$ cat src/rtl/spi_eng_pkg.sv
package spi_eng_pkg;

  typedef enum logic [1:0] {
    ST_IDLE  = 2'd0,
    ST_LOAD  = 2'd1,
    ST_SHIFT = 2'd2,
    ST_DONE  = 2'd3
  } engState_t;

  // strobes from control to datapath
  typedef struct packed {
    logic load;      // take a new transmit word
    logic loadZero;  // load zeros instead (queue empty)
    logic sample;    // capture sdi
    logic drive;     // advance sdo to the next bit
  } dpCtrl_t;

endpackage

$ cat src/rtl/spi_eng_ctrl.sv
module spi_eng_ctrl
  import spi_eng_pkg::*;
#(
  parameter int WIDTH = 8
) (
  input  logic    clk,
  input  logic    rstN,
  input  logic    cfgMaster,
  input  logic    cfgCpol,
  input  logic    cfgCpha,
  input  logic    startCmd,
  input  logic    slvCsN,
  input  logic    slvCpol,
  input  logic    slvCpha,
  input  logic    edgeRise,
  input  logic    edgeFall,
  input  logic    txEmpty,
  input  logic    rxFull,
  output dpCtrl_t ctl,
  output logic    txPop,
  output logic    rxPush,
  output logic    csOutN,
  output logic    overflow
);

  localparam int CNT_W = (WIDTH > 1) ? $clog2(WIDTH) : 1;
  localparam logic [CNT_W-1:0] LAST_BIT = CNT_W'(WIDTH - 1);

  engState_t        state, stateNext;
  logic [CNT_W-1:0] bitCnt;

  logic effPol, effPha;
  logic leadEdge, trailEdge, sampleEdge, driveEdge;
  logic slvGone, lastSample, moreWork;

  // the active role picks its polarity and phase source
  always_comb begin
    effPol     = cfgMaster ? cfgCpol : slvCpol;
    effPha     = cfgMaster ? cfgCpha : slvCpha;
    leadEdge   = effPol ? edgeFall : edgeRise;
    trailEdge  = effPol ? edgeRise : edgeFall;
    sampleEdge = effPha ? trailEdge : leadEdge;
    driveEdge  = effPha ? leadEdge : trailEdge;
    slvGone    = !cfgMaster && slvCsN;
    lastSample = sampleEdge && (bitCnt == LAST_BIT);
    moreWork   = cfgMaster ? !txEmpty : !slvCsN;
  end

  always_comb begin
    stateNext = state;
    unique case (state)
      ST_IDLE: begin
        if (cfgMaster ? (startCmd && !txEmpty) : !slvCsN) stateNext = ST_LOAD;
      end
      ST_LOAD: begin
        stateNext = slvGone ? ST_IDLE : ST_SHIFT;
      end
      ST_SHIFT: begin
        if (slvGone)         stateNext = ST_IDLE;
        else if (lastSample) stateNext = ST_DONE;
      end
      ST_DONE: begin
        stateNext = moreWork ? ST_LOAD : ST_IDLE;
      end
      default: stateNext = ST_IDLE;
    endcase
  end

  always_ff @(posedge clk or negedge rstN) begin
    if (!rstN) begin
      state <= ST_IDLE;
    end else begin
      state <= stateNext;
    end
  end

  always_ff @(posedge clk or negedge rstN) begin
    if (!rstN) begin
      bitCnt <= '0;
    end else if (state == ST_LOAD) begin
      bitCnt <= '0;
    end else if (ctl.sample) begin
      bitCnt <= bitCnt + CNT_W'(1);
    end
  end

  always_ff @(posedge clk or negedge rstN) begin
    if (!rstN) begin
      overflow <= 1'b0;
    end else if (state == ST_DONE && rxFull) begin
      overflow <= 1'b1;
    end
  end

  // the first drive edge of a word (bitCnt zero) keeps bit zero in place
  always_comb begin
    ctl.load     = (state == ST_LOAD);
    ctl.loadZero = txEmpty;
    ctl.sample   = (state == ST_SHIFT) && sampleEdge && !slvGone;
    ctl.drive    = (state == ST_SHIFT) && driveEdge && !slvGone && (bitCnt != '0);
    txPop        = (state == ST_LOAD) && !txEmpty;
    rxPush       = (state == ST_DONE) && !rxFull;
    csOutN       = !(cfgMaster && (state != ST_IDLE));
  end

endmodule

$ cat src/rtl/spi_eng_dp.sv
module spi_eng_dp
  import spi_eng_pkg::*;
#(
  parameter int WIDTH = 8
) (
  input  logic             clk,
  input  logic             rstN,
  input  dpCtrl_t          ctl,
  input  logic             cfgLsbFirst,
  input  logic [WIDTH-1:0] txData,
  input  logic             sdi,
  output logic             sdo,
  output logic [WIDTH-1:0] rxData
);

  logic [WIDTH-1:0] txSh;
  logic [WIDTH-1:0] rxSh;

  always_ff @(posedge clk or negedge rstN) begin
    if (!rstN) begin
      txSh <= '0;
    end else if (ctl.load) begin
      txSh <= ctl.loadZero ? '0 : txData;
    end else if (ctl.drive) begin
      txSh <= cfgLsbFirst ? (txSh >> 1) : (txSh << 1);
    end
  end

  always_ff @(posedge clk or negedge rstN) begin
    if (!rstN) begin
      rxSh <= '0;
    end else if (ctl.sample) begin
      rxSh <= cfgLsbFirst ? {sdi, rxSh[WIDTH-1:1]} : {rxSh[WIDTH-2:0], sdi};
    end
  end

  assign sdo    = cfgLsbFirst ? txSh[0] : txSh[WIDTH-1];
  assign rxData = rxSh;

endmodule

$ cat src/rtl/spi_xfer_engine.sv
module spi_xfer_engine
  import spi_eng_pkg::*;
#(
  parameter int WIDTH = 8
) (
  input  logic             clk,
  input  logic             rstN,
  input  logic             cfgMaster,
  input  logic             cfgCpol,
  input  logic             cfgCpha,
  input  logic             cfgLsbFirst,
  input  logic             startCmd,
  input  logic             slvCsN,
  input  logic             slvCpol,
  input  logic             slvCpha,
  input  logic             edgeRise,
  input  logic             edgeFall,
  input  logic             sdi,
  output logic             sdo,
  output logic             csOutN,
  input  logic             txEmpty,
  input  logic [WIDTH-1:0] txData,
  output logic             txPop,
  input  logic             rxFull,
  output logic [WIDTH-1:0] rxData,
  output logic             rxPush,
  output logic             overflow
);

  dpCtrl_t ctl;

  spi_eng_ctrl #(.WIDTH(WIDTH)) uCtrl (
    .clk      (clk),
    .rstN     (rstN),
    .cfgMaster(cfgMaster),
    .cfgCpol  (cfgCpol),
    .cfgCpha  (cfgCpha),
    .startCmd (startCmd),
    .slvCsN   (slvCsN),
    .slvCpol  (slvCpol),
    .slvCpha  (slvCpha),
    .edgeRise (edgeRise),
    .edgeFall (edgeFall),
    .txEmpty  (txEmpty),
    .rxFull   (rxFull),
    .ctl      (ctl),
    .txPop    (txPop),
    .rxPush   (rxPush),
    .csOutN   (csOutN),
    .overflow (overflow)
  );

  spi_eng_dp #(.WIDTH(WIDTH)) uDp (
    .clk        (clk),
    .rstN       (rstN),
    .ctl        (ctl),
    .cfgLsbFirst(cfgLsbFirst),
    .txData     (txData),
    .sdi        (sdi),
    .sdo        (sdo),
    .rxData     (rxData)
  );

endmodule

$ cat config.mk
export PLATFORM = sky130hd
export DESIGN_NAME = spi_xfer_engine
export DESIGN_NICKNAME = d
export VERILOG_FILES = /design/src/rtl/spi_eng_pkg.sv /design/src/rtl/spi_eng_ctrl.sv /design/src/rtl/spi_eng_dp.sv /design/src/rtl/spi_xfer_engine.sv
export SDC_FILE = /design/constraint.sdc
export NUM_CORES = 1
export LEC_CHECK = 0
export BUFFER_PORTS_ARGS = -buffer_cell sky130_fd_sc_hd__buf_2
export CAP_MARGIN = 40
export CORE_MARGIN = 2
export CORE_UTILIZATION = 47
export CTS_CLUSTER_DIAMETER = 60
export CTS_CLUSTER_SIZE = 14
export DETAILED_ROUTE_END_ITERATION = 6
export PLACE_DENSITY = 0.75
export SYNTH_ARGS = -nofsm -noshare
export SYNTH_HDL_FRONTEND = slang
export SYNTH_SLANG_ARGS = --single-unit
$ cat constraint.sdc
create_clock -name clk -period 1.5 [get_ports clk]
set_input_delay 0.15 -clock clk [delete_from_list [all_inputs] [get_ports clk]]
set_output_delay 0.15 -clock clk [all_outputs]
set_load 0.1 [all_outputs]
==> reports/metrics.cfg <==
[pwr]
p_per_area_nw_per_um2=2213
ir_worst_vdd_v=0.002515
leakagePower_nw=0.9220

[clocking]
clkSlewWorstSetupHoldPaths_ns=0.14
htreeDepth=1
cts-root-buf=clkbuf_4
cts_tree=yes
clockBufferDepth=2
cts-buffers-inserted=3
insertion_delay_ns=0.33
clock-sinks=22

[global_route]
grt_pass1_vias=1202
grt_pass1_wl_um=5264
antenna_found_initial=0
grt_overflow=0
grt_usage=0.2014
grt_max_degree=23

[timing]
final.setup.tns_ns=-0.02313
relSlewSlack=0.6627
slew_violations=0
fin_skew_ns=0.009069
rsz0062_at_grt=true
finalCritPeriodShare=1.009
worst_slew_pin_slew_ns=0.5060
fmax_mhz=660.5
setup_viol=3
fin_crit_ns=1.514
fin_ws_ns=-0.01390
final_hold_viol_count=0

[worst_setup_path]
startpoint_type=flip-flop
cp-startpoint=uCtrl.state[1]
max_stage_delay_ns=0.43
crit_chain=buf_6 -> nand2b_4 -> nor2_4 -> buf_12
cp-end-kind=primary output
critPathSlowestCell=dfrtp_1
worstPathArrival_ns=1.36
crit_required_ns=1.35
r2r-start=uCtrl.state[1]
path_max_fanout=4
worst-setup-path-type=flip-flop to primary output

[layout]
fin_nets=211
area_delta_synth_final_pct=42.24
fillerInstances=194
drive_gt1_frac=0.5761
utilization=0.7135
diodes=0

[synthesis]
synth.area.mux_share=0.2664
seq_area_frac_synth=0.3946
netlist_area_um2=1395
netlist_instances=129
synth_compound_area_frac=0.1184
ys_warn_count=0
ys_seq_elements=22
synth.distinct_cells=28
synth_simple_gate_area_frac=0.1363
syn_nets=155
synth_top_family_by_area=multiplexers
syn_avg_cell_area_um2=10.81
synth_xor_area_frac=0.02332
synthAdderAreaFrac=0.02691

[floorplan]
dieArea_um2=3420
num_rows=19
io_pins=36
fp.dieH_um=58.48
die_w_um=58.48
coreArea_um2=2781
initial_utilization=0.5016

[detailed_routing]
wire_per_inst_um=17.38
detail-route-antenna-nets=0
vias_per_cell=5.567
first_pass_iters=4
wirelength_um=3737
dr_total_vias=1197
drtIter0Drc=39
drc=0

[outcome]
violations=negative setup slack
status=complete, but fails checks

[placement]
hpwl_um=2349
place_congestion=0.8165
dp_slack_ns=-0.003682
portBuffers=35

[worst_hold_path]
min_path_type=primary input to flip-flop
min_from=txData[5]

[run]
drv_cap=0

-- kinds of logic (layout without fill, tap and decap cells) --
kind of cell / count (synthesis) / after routing
AO/OA/AOI/OAI: 22 / 22
XOR/XNOR: 2 / 2
adder cells (fa/ha/maj): 3 / 3
buffers and inverters: 10 / 64
flip-flops: 22 / 22
multiplexers: 30 / 31
AND/OR/NAND/NOR: 40 / 40
-- flip-flops by register name (all words and copies together) (netlist names) --
signal,flops
uCtrl.overflow,1
uDp.txSh,8
uDp.rxData,8
uCtrl.state,2
uCtrl.bitCnt,3
-- synth_stat cells --
master | instances | area [um2]
o211ai_1 | 14 | 105.1
and3_1 | 1 | 6.260
nor3b_1 | 3 | 22.52
o21ai_0 | 1 | 5.000
ha_1 | 3 | 37.54
o31a_1 | 1 | 8.760
inv_1 | 5 | 18.77
nor2b_2 | 1 | 8.760
nand2_1 | 25 | 93.84
mux2_4 | 8 | 120.1
mux2i_2 | 3 | 41.29
a31o_2 | 1 | 8.760
nor3_2 | 1 | 10.01
o21a_1 | 1 | 7.510
nor2_1 | 3 | 11.26
nor2b_1 | 2 | 12.51
mux2i_1 | 3 | 30.03
a211oi_1 | 1 | 7.510
mux2_1 | 4 | 45.04
clkbuf_1 | 2 | 7.510
nand2b_1 | 4 | 25.02
dfrtp_1 | 22 | 550.5
o2111ai_1 | 2 | 17.52
xnor2_2 | 2 | 32.53
buf_6 | 1 | 11.26
mux2_2 | 12 | 135.1
buf_2 | 2 | 10.01
a21oi_1 | 1 | 5.000
-- cell usage in the layout (no fill, tap or decap), drive strengths merged, types with 2 or more instances in the layout --
| master | synthesis | layout |
|---|---|---|
| ha | 3 | 3 |
| clkbuf | 2 | 4 |
| mux2i | 6 | 6 |
| nor3b | 3 | 3 |
| nor2b | 3 | 3 |
| nand2b | 4 | 4 |
| buf | 3 | 53 |
| mux2 | 24 | 25 |
| o211ai | 14 | 14 |
| dfrtp | 22 | 22 |
| o2111ai | 2 | 2 |
| nor2 | 3 | 3 |
| nand2 | 25 | 25 |
| inv | 5 | 5 |
| xnor2 | 2 | 2 |
-- critical path: cells and delay by family (launching register included) --
family | cells | cell delay, ns
flops | 1 | 0.43
simple gates | 2 | 0.29
buf+inv | 2 | 0.33
-- final cells by class --
| class | instances | area, um2 | area share |
|---|---|---|---|
| clock buffers | 3 | 22.52 | 0.01135 |
| inverters | 5 | 18.77 | 0.009458 |
| well taps | 31 | 38.79 | 0.01955 |
| clock inverters | 1 | 30.03 | 0.01513 |
| repair buffers | 55 | 390.4 | 0.1967 |
| flip-flops and latches | 22 | 559.3 | 0.2818 |
| multi-input cells | 98 | 924.6 | 0.4660 |
-- stage by stage --
stage	hold WS, ns	instances	instance area [um2]	power, mW
global placement	0.1399	202	1762	3.501
CTS	0.03409	213	1882	4.175
detailed placement	0.1481	202	1762	3.590
global route	0.04509	215	1984	4.570
finish	0.03319	215	1984	4.391
floorplan	-0.1456	129	1445	3.002
-- metal layers --
| metal | global-route usage | up-vias | part of all wire |
|---|---|---|---|
| met5 | 0 | - | 0 |
| met4 | 0.08306 | 0 | 0.018 |
| met3 | 0.02418 | 7 | 0.028 |
| met2 | 0.3499 | 27 | 0.54 |
| met1 | 0.2528 | 589 | 0.42 |
| li1 | - | 574 | - |
-- power by group --
group / switching [mW] / internal (mW) / total, mW
Sequential: 0.243 / 0.880 / 1.12
Clock: 0.202 / 0.271 / 0.473
Combinational: 1.81 / 0.985 / 2.80
Total: 2.26 / 2.14 / 4.39
-- timing repair --
item | 4_1_cts | 5_1_grt
buffers inserted | 6 | 1
gates cloned | 0 | 1
setup endpoints to repair | 3 | 15
hold buffers | 1 | 0
hold endpoints to repair | 22 | 0
pin swaps | 1 | 4
resized for setup | 3 | 17
-- path summary, 6_finish.rpt --
| kind | endpoint | depth (start not counted) | slack, ns |
|---|---|---|---|
| setup / recovery | txPop | 4 | -0.01 |
| hold / removal | uDp.txSh[5] | 3 | 0.03 |
| setup reg to reg | uDp.rxData[2] | 5 | 0 |
| hold reg to reg | uCtrl.overflow | 1 | 0.49 |
| max in group asynchronous | uDp.rxData[2] | 2 | 0.82 |
| min in group asynchronous | uDp.txSh[5] | 2 | 0.30 |
Power figures use the tool's default switching activity.
